## src/rtl/uart_fifo_pkg.sv

```systemverilog
package uart_fifo_pkg;
  localparam int unsigned CTRL_W       = 3;
  localparam int unsigned CTRL_EN_BIT  = 0;
  localparam int unsigned CTRL_FLS_BIT = 1;
  localparam int unsigned CTRL_DEEP_BIT = 2;
endpackage

```

## src/rtl/uart_fifo_ctrl.sv

```systemverilog
module uart_fifo_ctrl
  import uart_fifo_pkg::*;
(
  input  logic              clk_i,
  input  logic              rst_ni,
  input  logic              ctrl_we_i,
  input  logic [CTRL_W-1:0] ctrl_wdata_i,
  output logic              fifo_en_o,
  output logic              deep_o,
  output logic              clr_o,
  output logic [CTRL_W-1:0] ctrl_rdata_o
);
  logic fifo_en_q, deep_q, pend_q;
  logic mode_chg, flush_req;

  assign mode_chg  = ctrl_wdata_i[CTRL_EN_BIT] != fifo_en_q;
  // flush is only honoured when FIFO mode is on before and after the write
  assign flush_req = ctrl_wdata_i[CTRL_FLS_BIT] & ctrl_wdata_i[CTRL_EN_BIT] & fifo_en_q;

  always_ff @(posedge clk_i or negedge rst_ni) begin
    if (!rst_ni) begin
      fifo_en_q <= 1'b0;
      deep_q    <= 1'b0;
      pend_q    <= 1'b0;
    end else if (ctrl_we_i) begin
      fifo_en_q <= ctrl_wdata_i[CTRL_EN_BIT];
      deep_q    <= ctrl_wdata_i[CTRL_DEEP_BIT];
      pend_q    <= mode_chg | flush_req;
    end else if (pend_q) begin
      pend_q <= 1'b0;
    end
  end

  assign fifo_en_o = fifo_en_q;
  assign deep_o    = deep_q;
  assign clr_o     = pend_q;

  always_comb begin
    ctrl_rdata_o                = '0;
    ctrl_rdata_o[CTRL_EN_BIT]   = fifo_en_q;
    ctrl_rdata_o[CTRL_FLS_BIT]  = pend_q;
    ctrl_rdata_o[CTRL_DEEP_BIT] = deep_q;
  end


  flush_self_clear_chk: assert property (@(posedge clk_i) disable iff (!rst_ni)
    (pend_q && !ctrl_we_i) |=> !pend_q);


  mode_change_clear_chk: assert property (@(posedge clk_i) disable iff (!rst_ni)
    (ctrl_we_i && (ctrl_wdata_i[CTRL_EN_BIT] != fifo_en_o)) |=> clr_o);
endmodule

```

## src/rtl/uart_fifo_ptr.sv

```systemverilog
module uart_fifo_ptr #(
  parameter int unsigned MAX_DEPTH = 128,
  localparam int unsigned AW = $clog2(MAX_DEPTH),
  localparam int unsigned CW = AW + 1
) (
  input  logic          clk_i,
  input  logic          rst_ni,
  input  logic          push_i,
  input  logic          pop_i,
  input  logic          clr_i,
  input  logic [CW-1:0] depth_i,
  output logic          wr_en_o,
  output logic [AW-1:0] wr_addr_o,
  output logic [AW-1:0] rd_addr_o,
  output logic [CW-1:0] count_o,
  output logic          empty_o,
  output logic          full_o
);
  logic [AW-1:0] wr_q, rd_q;
  logic [CW-1:0] cnt_q;
  logic          do_push, do_pop;

  assign empty_o = cnt_q == '0;
  // full is set by the selected depth, not by the array size
  assign full_o  = cnt_q >= depth_i;
  assign do_push = push_i & ~full_o & ~clr_i;
  assign do_pop  = pop_i & ~empty_o & ~clr_i;

  always_ff @(posedge clk_i or negedge rst_ni) begin
    if (!rst_ni) begin
      wr_q  <= '0;
      rd_q  <= '0;
      cnt_q <= '0;
    end else if (clr_i) begin
      wr_q  <= '0;
      rd_q  <= '0;
      cnt_q <= '0;
    end else begin
      if (do_push) wr_q <= wr_q + 1'b1;
      if (do_pop)  rd_q <= rd_q + 1'b1;
      case ({do_push, do_pop})
        2'b10:   cnt_q <= cnt_q + 1'b1;
        2'b01:   cnt_q <= cnt_q - 1'b1;
        default: cnt_q <= cnt_q;
      endcase
    end
  end

  assign wr_en_o   = do_push;
  assign wr_addr_o = wr_q;
  assign rd_addr_o = rd_q;
  assign count_o   = cnt_q;


  full_push_drop_chk: assert property (@(posedge clk_i) disable iff (!rst_ni)
    (push_i && full_o && !pop_i && !clr_i) |=> ($stable(count_o) && $stable(wr_addr_o)));


  empty_pop_hold_chk: assert property (@(posedge clk_i) disable iff (!rst_ni)
    (pop_i && empty_o && !push_i && !clr_i) |=> ($stable(rd_addr_o) && $stable(count_o)));


  clear_wins_chk: assert property (@(posedge clk_i) disable iff (!rst_ni)
    clr_i |=> (count_o == '0));


  push_pop_level_chk: assert property (@(posedge clk_i) disable iff (!rst_ni)
    (push_i && pop_i && !empty_o && !full_o && !clr_i) |=> $stable(count_o));
endmodule

```

## src/rtl/uart_fifo_mem.sv

```systemverilog
module uart_fifo_mem #(
  parameter int unsigned DATA_W    = 8,
  parameter int unsigned MAX_DEPTH = 128,
  localparam int unsigned AW = $clog2(MAX_DEPTH)
) (
  input  logic              clk_i,
  input  logic              we_i,
  input  logic [AW-1:0]     waddr_i,
  input  logic [DATA_W-1:0] wdata_i,
  input  logic [AW-1:0]     raddr_i,
  output logic [DATA_W-1:0] rdata_o
);
  logic [DATA_W-1:0] mem_q [MAX_DEPTH];

  always_ff @(posedge clk_i) begin
    if (we_i) mem_q[waddr_i] <= wdata_i;
  end

  assign rdata_o = mem_q[raddr_i];
endmodule

```

## src/rtl/uart_mode_fifo.sv

```systemverilog
module uart_mode_fifo
  import uart_fifo_pkg::*;
#(
  parameter int unsigned DATA_W        = 8,
  parameter int unsigned MAX_DEPTH     = 128,
  parameter int unsigned SHALLOW_DEPTH = 16,
  localparam int unsigned AW = $clog2(MAX_DEPTH),
  localparam int unsigned CW = AW + 1
) (
  input  logic              clk_i,
  input  logic              rst_ni,
  input  logic              ctrl_we_i,
  input  logic [CTRL_W-1:0] ctrl_wdata_i,
  output logic [CTRL_W-1:0] ctrl_rdata_o,
  input  logic              push_i,
  input  logic [DATA_W-1:0] push_data_i,
  input  logic              pop_i,
  output logic [DATA_W-1:0] pop_data_o,
  output logic              empty_o,
  output logic              full_o,
  output logic [CW-1:0]     level_o,
  output logic              overrun_o
);
  localparam logic [CW-1:0] DEPTH_BYTE = CW'(1);
  localparam logic [CW-1:0] DEPTH_SHAL = CW'(SHALLOW_DEPTH);
  localparam logic [CW-1:0] DEPTH_DEEP = CW'(MAX_DEPTH);

  logic          fifo_en, deep, clr, wr_en;
  logic [CW-1:0] depth;
  logic [AW-1:0] wr_addr, rd_addr;
  logic          ovr_q;

  uart_fifo_ctrl u_ctrl (
    .clk_i       (clk_i),
    .rst_ni      (rst_ni),
    .ctrl_we_i   (ctrl_we_i),
    .ctrl_wdata_i(ctrl_wdata_i),
    .fifo_en_o   (fifo_en),
    .deep_o      (deep),
    .clr_o       (clr),
    .ctrl_rdata_o(ctrl_rdata_o)
  );

  always_comb begin
    if (!fifo_en)  depth = DEPTH_BYTE;
    else if (deep) depth = DEPTH_DEEP;
    else           depth = DEPTH_SHAL;
  end

  uart_fifo_ptr #(.MAX_DEPTH(MAX_DEPTH)) u_ptr (
    .clk_i    (clk_i),
    .rst_ni   (rst_ni),
    .push_i   (push_i),
    .pop_i    (pop_i),
    .clr_i    (clr),
    .depth_i  (depth),
    .wr_en_o  (wr_en),
    .wr_addr_o(wr_addr),
    .rd_addr_o(rd_addr),
    .count_o  (level_o),
    .empty_o  (empty_o),
    .full_o   (full_o)
  );

  uart_fifo_mem #(.DATA_W(DATA_W), .MAX_DEPTH(MAX_DEPTH)) u_mem (
    .clk_i  (clk_i),
    .we_i   (wr_en),
    .waddr_i(wr_addr),
    .wdata_i(push_data_i),
    .raddr_i(rd_addr),
    .rdata_o(pop_data_o)
  );

  always_ff @(posedge clk_i or negedge rst_ni) begin
    if (!rst_ni) ovr_q <= 1'b0;
    else         ovr_q <= push_i & full_o;
  end
  assign overrun_o = ovr_q;


  byte_mode_full_chk: assert property (@(posedge clk_i) disable iff (!rst_ni)
    (!ctrl_rdata_o[CTRL_EN_BIT] && level_o != '0) |-> full_o);


  overrun_pulse_chk: assert property (@(posedge clk_i) disable iff (!rst_ni)
    (push_i && full_o) |=> overrun_o);


  overrun_quiet_chk: assert property (@(posedge clk_i) disable iff (!rst_ni)
    !(push_i && full_o) |=> !overrun_o);


  depth_bound_chk: assert property (@(posedge clk_i) disable iff (!rst_ni)
    (ctrl_rdata_o[CTRL_EN_BIT] && !ctrl_rdata_o[CTRL_DEEP_BIT] && level_o >= CW'(SHALLOW_DEPTH)) |-> full_o);
endmodule

```

## config.mk

```make
export PLATFORM = sky130hd
export DESIGN_NAME = uart_mode_fifo
export DESIGN_NICKNAME = d
export VERILOG_FILES = /design/src/rtl/uart_fifo_pkg.sv /design/src/rtl/uart_fifo_ctrl.sv /design/src/rtl/uart_fifo_ptr.sv /design/src/rtl/uart_fifo_mem.sv /design/src/rtl/uart_mode_fifo.sv
export SDC_FILE = /design/constraint.sdc
export NUM_CORES = 1
export LEC_CHECK = 0
export BUFFER_PORTS_ARGS = -buffer_cell sky130_fd_sc_hd__buf_4
export CAP_MARGIN = 20
export CORE_ASPECT_RATIO = 1.1
export CORE_MARGIN = 2
export CORE_UTILIZATION = 65
export DETAILED_ROUTE_END_ITERATION = 10
export PLACE_DENSITY = 0.84
export SETUP_SLACK_MARGIN = 0.05
export SYNTH_ARGS = -nofsm -noshare
export SYNTH_HDL_FRONTEND = slang
export SYNTH_SLANG_ARGS = --single-unit
```

## constraint.sdc

```tcl
create_clock -name clk_i -period 7.96 [get_ports clk_i]
set_input_delay 0.398 -clock clk_i [delete_from_list [all_inputs] [get_ports clk_i]]
set_output_delay 0.398 -clock clk_i [all_outputs]
set_load 0.02 [all_outputs]
```

* Word-level counts from Yosys, hierarchy flattened
Memories as Yosys holds them, arrays and structs flattened. Index checks and enable logic that the tools add are counted.
Storage, ports and cells: register bits after elaboration 26, bits in writable memories 1024, bits of input ports 16, output and inout bits 22, logic and storage cells 42, memories kept 1
Operators by class: add/sub/neg operators 4, $lt $le $gt $ge 1, equal/unequal tests 3, muxes and demuxes 11, bitwise logic cells 11, reduce and logical (&&, ||, !) cells 4
Memory list:
- u_mem.mem_q | depth 128, bits a word 8, rd ports 1, clocked after Yosys merged registers in 0, wr ports 1, line uart_fifo_mem.sv:13 | logic [DATA_W-1:0] mem_q [MAX_DEPTH];
Operators with widths (count):
- 2-to-1 mux 7 bit | 4
- 2-to-1 mux 8 bit | 3
- one-hot mux 8 bit (2 select lines) | 1
- adder 7 x 1 -> 7 bit, second input constant | 2
- adder 8 x 1 -> 8 bit, second input constant | 1
- >= comparator 8 bit | 1
- zero test 8 bit | 1
- subtractor 8 x 1 -> 8 bit, second input constant | 1
- bitwise AND 1 bit | 7
- nonzero test 2 bit | 2
- 2-to-1 mux 1 bit | 3
- NOT 1 bit | 3
- nonzero test 3 bit | 1
- == test 2 x 1 -> 1 bit, second input constant | 1
- == test 2 bit, second input constant | 1
- != test 1 bit | 1
- bitwise OR 1 bit | 1

* Depth between registers and ports, before layout
depth after elaboration 9, depth in mapped cells 14, gate-level depth less buffers 13

* Hierarchy
A second synthesis with hierarchy kept.
Unflattened totals: cell total of the unflattened synthesis 1823, area total of the unflattened synthesis 41379.7 sq um
Modules (own cells, without submodules):
- uart_fifo_mem | times used 1, cells an instance 1627, area an instance 39505.4 sq um, seq. area each 30749.5 sq um
- uart_fifo_ptr | times used 1, cells an instance 179, area an instance 1684.1 sq um, seq. area each 550.5 sq um
- uart_fifo_ctrl | times used 1, cells an instance 11, area an instance 135.1 sq um, seq. area each 75.1 sq um
- uart_mode_fifo | times used 1, cells an instance 6, area an instance 55.1 sq um, seq. area each 25.0 sq um

* Worst setup path after synthesis
OpenSTA, ideal clock, no wires.
path kind register to register, start point register u_ptr.cnt_q[0] (netlist: u_ptr.count_o[0]), end point register u_ptr.cnt_q[7] (netlist: u_ptr.count_o[7]), library setup time 88 ps, arrival time 3297 ps, data required time 7872 ps, slack 4574 ps, cell stages (with the launch flop) 15, buffers on the path 1, clock period less this slack 3386 ps, cell sequence dfrtp_1 > inv_1 > ha_1 > nand2b_1 > nand4bb_1 > nand2_1 > buf_2 > nor3_1 > ha_1 > a21oi_1 > o211ai_1 > o41a_1 > and3_1 > o21ai_0 > nor3b_1
Between the ends: word-level cells in the longest chain between the ends 7, elaborated cells between the ends (all ways) 15, those cells by class 2 x add/sub; 1 x order compare; 2 x eq/ne; 2 x mux; 6 x bitwise; 2 x reduce/logical
RTL lines:
- start, declared | line uart_fifo_ptr.sv:20 | logic [CW-1:0] cnt_q;
- start signal, assigned | line uart_fifo_ptr.sv:42 | 2'b10: cnt_q <= cnt_q + 1'b1;
- start signal, assigned | line uart_fifo_ptr.sv:43 | 2'b01: cnt_q <= cnt_q - 1'b1;
- start signal, assigned | line uart_fifo_ptr.sv:44 | default: cnt_q <= cnt_q;
- >= comparator 8 bit or zero test 8 bit (tied branches) | line uart_fifo_ptr.sv:25, uart_fifo_ptr.sv:23
- NOT 1 bit (on tied branches) | line uart_fifo_ptr.sv:26, uart_fifo_ptr.sv:27
- bitwise AND 1 bit (on tied branches) (2 in a row) | line uart_fifo_ptr.sv:26, uart_fifo_ptr.sv:27
- == test 2 x 1 -> 1 bit or == test 2 bit (tied branches) | line uart_fifo_ptr.sv:41 | case ({do_push, do_pop})
- one-hot mux 8 bit (2 select lines) | line uart_fifo_ptr.sv:41
- 2-to-1 mux 8 bit | line uart_fifo_ptr.sv:34 | end else if (clr_i) begin
Parallel ways exist; a longest one is shown, timed or not. A chain may end at the register's enable or synchronous reset.

* Worst setup path in the final report
start point register u_ptr.rd_q[2] (netlist: u_ptr.rd_addr_o[2]), end point output port pop_data_o[3]
Between the ends: word-level cells in the longest chain between the ends 1
RTL lines:
- start, declared | line uart_fifo_ptr.sv:19 | logic [AW-1:0] wr_q, rd_q;
- start signal, assigned | line uart_fifo_ptr.sv:40 | if (do_pop) rd_q <= rd_q + 1'b1;
- memory (128 x 8 bit)
- end, declared | line uart_mode_fifo.sv:18 | output logic [DATA_W-1:0] pop_data_o,
Every way passes these cells.

==> flow_results.org <==
** Run status
- The flow ran to the end, and the final reports show no timing, DRC or antenna violations.

** Worst setup path
- The worst register-to-register path has a depth of 7.
- The worst setup path is captured at an output port.
- The most numerous cell type found on the critical path is sky130_fd_sc_hd__buf_4.
- For this run, the slowest stage of the critical path takes 0.89 ns.
- Reg2reg end :: u_mem.mem_q[4][4]$_DFFE_PP_
- At the worst endpoint, the arrival time is 4.76 ns.
- Crit path cell chain :: buf_4, nor2_1, buf_4, a211oi_1, nor3_1, o21ai_0, a2bb2oi_1, buf_4
- Crit path buf inv count :: 3
- The kind of cell with the highest combined delay along the critical path is compound AO/OA/AOI/OAI gates.
- The setup check on the worst reg-to-reg path leaves a slack of 3.81 ns.
- Critical path class :: flip-flop to output port
- The startpoint identified for the worst register-to-register timing path is u_ptr.count_o[0]$_DFFE_PN0P_.
- At the worst endpoint, the required time is 7.56 ns.
- Among all stages on the critical path, the largest delay is contributed by sky130_fd_sc_hd__dfrtp_4.
- Of all nets on the critical path, the largest fanout is 66.
- Type of origin of the critical path :: flip-flop

** Place
- Worst slack after detailed placement :: between 3 and 4 ns
- Number of buffer cells added on primary ports :: 37
- Final RePlAce weighted congestion :: between 0.9 and 1
- The placed instances occupy a cell area of 42300 sq um.
- Half-perimeter wire length of the detailed placement result :: between 50000 and 60000 um
- Once placement completed, the tool counted placed cells totaling 2883.

** Die
- Die area :: ~66000 sq um
- From bottom edge to top edge, the die measures ~270 um.
- The core region is 63400 sq um.
- Initial Utilization :: 65.3%
- The floorplan has between 90 and 100 rows.
- In this run the count of I/O pins placed on the die edge is 38.
- The die is ~240 um wide.

** Global routing
- Overall overflow remaining after global route :: 0
- Antenna violations before repair :: 2
- Global routing used a little under a third of the available tracks.
- Entering global routing, the biggest net connects 129 pins.
- The number of global-route vias before repair was 22000.
- First-pass GRT wire length :: 149000 um

** Min path
- Cell depth of the worst min-delay path :: 1
- The path class of the tightest hold or removal check is primary input to flip-flop.
- The startpoint identified for the worst hold timing path is push_data_i[0].
- For hold timing, the worst endpoint is u_mem.mem_q[117][0]$_DFFE_PP_.

** Power and ir drop
- In this run the power density over the cells is just over 300 nW/um^2.
- Across the VDD grid, the largest voltage drop is around 270 uV.
- Total power for the finished layout comes to 14.0 mW.
- The analysis attributes to cell leakage a power of 14.1 nW.

** Clock network
- The clock passes through at most 3 buffers.
- After clock tree synthesis, the repair step resized 0 gates.
- In this run the clock root is driven by a sky130_fd_sc_hd__clkbuf_16.
- Number of buffers created by CTS :: 97
- H-Tree Level Count :: 3
- The clock reaches the later pin of the worst-skew pair after around 0.68 ns.
- Clock tree from TritonCTS :: done
- Worst-path clk slew :: roughly 0.07 ns
- CTS saw roughly 1100 sinks.

** STA
- Headroom to the max-slew limit came out at around 22%.
- The max-slew violation count was 0.
- Once routing completed, OpenROAD measured the worst setup slack at 2.80 ns.
- Slew at the pin closest to its max-slew limit :: 1.16 ns
- Timing would allow up to slightly below 0.2 GHz.
- Worst setup skew after layout :: 0.0388 ns
- Setup violations remaining at the end of the flow were counted as 0.
- Share of the clock period used by the worst path after layout :: 64.8%
- RSZ-0062 raised after global routing :: no
- The final count of hold timing violations was 0.
- In the final timing run, aggregate negative setup slack is 0 ns.
- For the finished layout, the period the worst path requires is 5.16 ns.

** Routing
- In the routed layout, each cell is associated on average with a via count of 7.19.
- Once detail routing completed, the nets flagged for antenna violations numbered 0.
- Summing over every cut layer, the via total after detailed routing is 22100.
- Final Routed Wirelength :: 103000 um
- Drt initial violations :: 3123
- Detailed-router iteration count before antenna repair :: 7
- Per-cell routed wire length :: 33.4 um
- Detailed-route DRC error count :: 0

** Logic synthesis
- Number of enable flip-flop cells after synthesis :: between 1000 and 1500
- Cell Area, Synth :: 41400 sq um
- Count of yosys warnings during synthesis :: 0
- Among all flip-flop cells after synthesis, the most frequent one is sky130_fd_sc_hd__edfxtp_1.
- Number of cells produced by synthesis :: 2094
- The number of nets in the synthesized netlist is 2122.
- Count of state elements after synthesis :: 1050
- Fraction of registers with async set/reset :: 2.48%
- Average footprint of a synthesized cell :: 19.8 sq um
- Unique masters post-synth :: 62
- Of the synthesized area, sequential elements account for 75.9%.

** Cells and area
- Area of all placed cells without fillers :: about 46000 sq um
- The number of antenna diodes in the final layout is 0.
- After the flow finishes, the layout carries non-filler instances totaling 3069.
- In the final design database the tool counted 2176 nets.
- The area growth from synthesis to layout is 10.1%.
- Fraction of layout cells with a size suffix above 1 :: 18.8%

** Run
- Max-cap violations in this run came to 0.
## flip-flops by register name, indices dropped and copies added, names as in the netlist
name and count:
u_mem.mem_q 1024, u_ptr.count_o 8, u_ptr.rd_addr_o 7, u_ptr.wr_addr_o 7
overrun_o 1, u_ctrl.clr_o 1, u_ctrl.deep_o 1, u_ctrl.fifo_en_o 1
## placed cells by master, fill, tap and decap left out, types with 26 or more instances in the layout
cell and instances:
sky130_fd_sc_hd__nor2_1 165, sky130_fd_sc_hd__edfxtp_1 1024, sky130_fd_sc_hd__buf_4 66, sky130_fd_sc_hd__mux4_2 194, sky130_fd_sc_hd__o22ai_1 26, sky130_fd_sc_hd__a21oi_1 39
sky130_fd_sc_hd__a22oi_1 31, sky130_fd_sc_hd__nand2_1 67, sky130_fd_sc_hd__a211oi_1 35, sky130_fd_sc_hd__clkbuf_16 99, sky130_fd_sc_hd__mux2i_1 126
## Yosys cell counts, drive strengths merged, types with 2 or more instances
cell type	instances	area share, %
buf	76	1.3
inv	5	0.045
nor3b	3	0.054
and3	4	0.060
a2111oi	12	0.33
xnor2	5	0.11
o31ai	4	0.11
o32a	7	0.17
clkbuf	45	0.41
o21ai	10	0.12
edfxtp	1024	74
a311oi	3	0.064
o22ai	26	0.39
and2	5	0.076
nand2	67	0.61
ha	11	0.33
o211ai	6	0.11
o221ai	16	0.34
nand4	7	0.11
mux2	4	0.11
mux2i	126	3.0
or3	2	0.030
nor2b	22	0.33
o311ai	3	0.064
a21o	2	0.036
dfrtp	26	1.6
nor2	166	1.5
a22oi	31	0.56
nand3	18	0.22
nor3	19	0.23
nand2b	9	0.14
a31oi	3	0.045
xor2	11	0.23
a221oi	11	0.23
mux4	197	11
a211oi	35	0.64
a22o	18	0.38
a21oi	39	0.47
## per-stage QoR
step                hold slack [ns]  utilization, %
floorplan                     0.102               -
global placement              0.324            66.8
detailed placement            0.331            66.8
CTS                           0.108            71.8
global route                  0.122            71.9
finish                        0.126            71.9
## worst max-delay path by stage
| stage | start | end | slack, ns | cells past startpoint |
|---|---|---|---|---|
| after floorplan | u_ptr.count_o[0]$_DFFE_PN0P_ | u_ptr.count_o[7]$_DFFE_PN0P_ | 4.57 | 14 |
| final | u_ptr.rd_addr_o[2]$_DFFE_PN0P_ | pop_data_o[3] | 2.80 | 8 |
| after global routing | u_ptr.rd_addr_o[2]$_DFFE_PN0P_ | pop_data_o[3] | 2.66 | 8 |
| after CTS | u_ptr.rd_addr_o[2]$_DFFE_PN0P_ | pop_data_o[3] | 2.87 | 8 |
| after detailed placement | u_ptr.rd_addr_o[0]$_DFFE_PN0P_ | pop_data_o[4] | 3.64 | 8 |
| after global placement | u_ptr.rd_addr_o[0]$_DFFE_PN0P_ | pop_data_o[4] | 3.67 | 8 |
## what timing repair did
| action | in CTS | in global routing |
|---|---|---|
| hold buffers | 6 | 0 |
| setup buffers | 0 | 0 |
| hold endpoints to repair | 30 | 0 |
## layer usage
layer	GRT usage, %	vias to the layer above	share of wire, %
met5	0	-	0.012
li1	-	8723	-
met1	41.4	11200	33
met3	5.96	350	11
met2	52.4	1827	50
met4	16.5	2	5.8
## cells by family (layout without fill, tap and decap cells)
group | after synthesis | count (layout) | synth area share [%]
flops | 1050 | 1050 | 75.9
buf+inv | 127 | 261 | 1.74
simple gates | 327 | 327 | 3.46
fa+ha+maj | 12 | 12 | 0.381
mux | 327 | 327 | 13.9
xor+xnor | 16 | 16 | 0.339
compound gates | 235 | 235 | 4.26
## final cells by class
cell class | instances | area, sq um
Sequential cell | 1050 | 31400
Multi-Input combinational cell | 917 | 9270
Clock buffer | 124 | 2570
Clock inverter | 55 | 566
Tap cell | 841 | 1050
Fill cell | 3457 | 17800
Timing Repair Buffer | 76 | 643
Inverter | 6 | 22.5
## power breakdown
part / total [mW] / switching, mW / internal [mW]
clock: 4.64 / 2.03 / 2.62
combinational: 3.10 / 1.79 / 1.31
sequential: 6.29 / 0.177 / 6.12
Power figures use the tool's default switching activity.
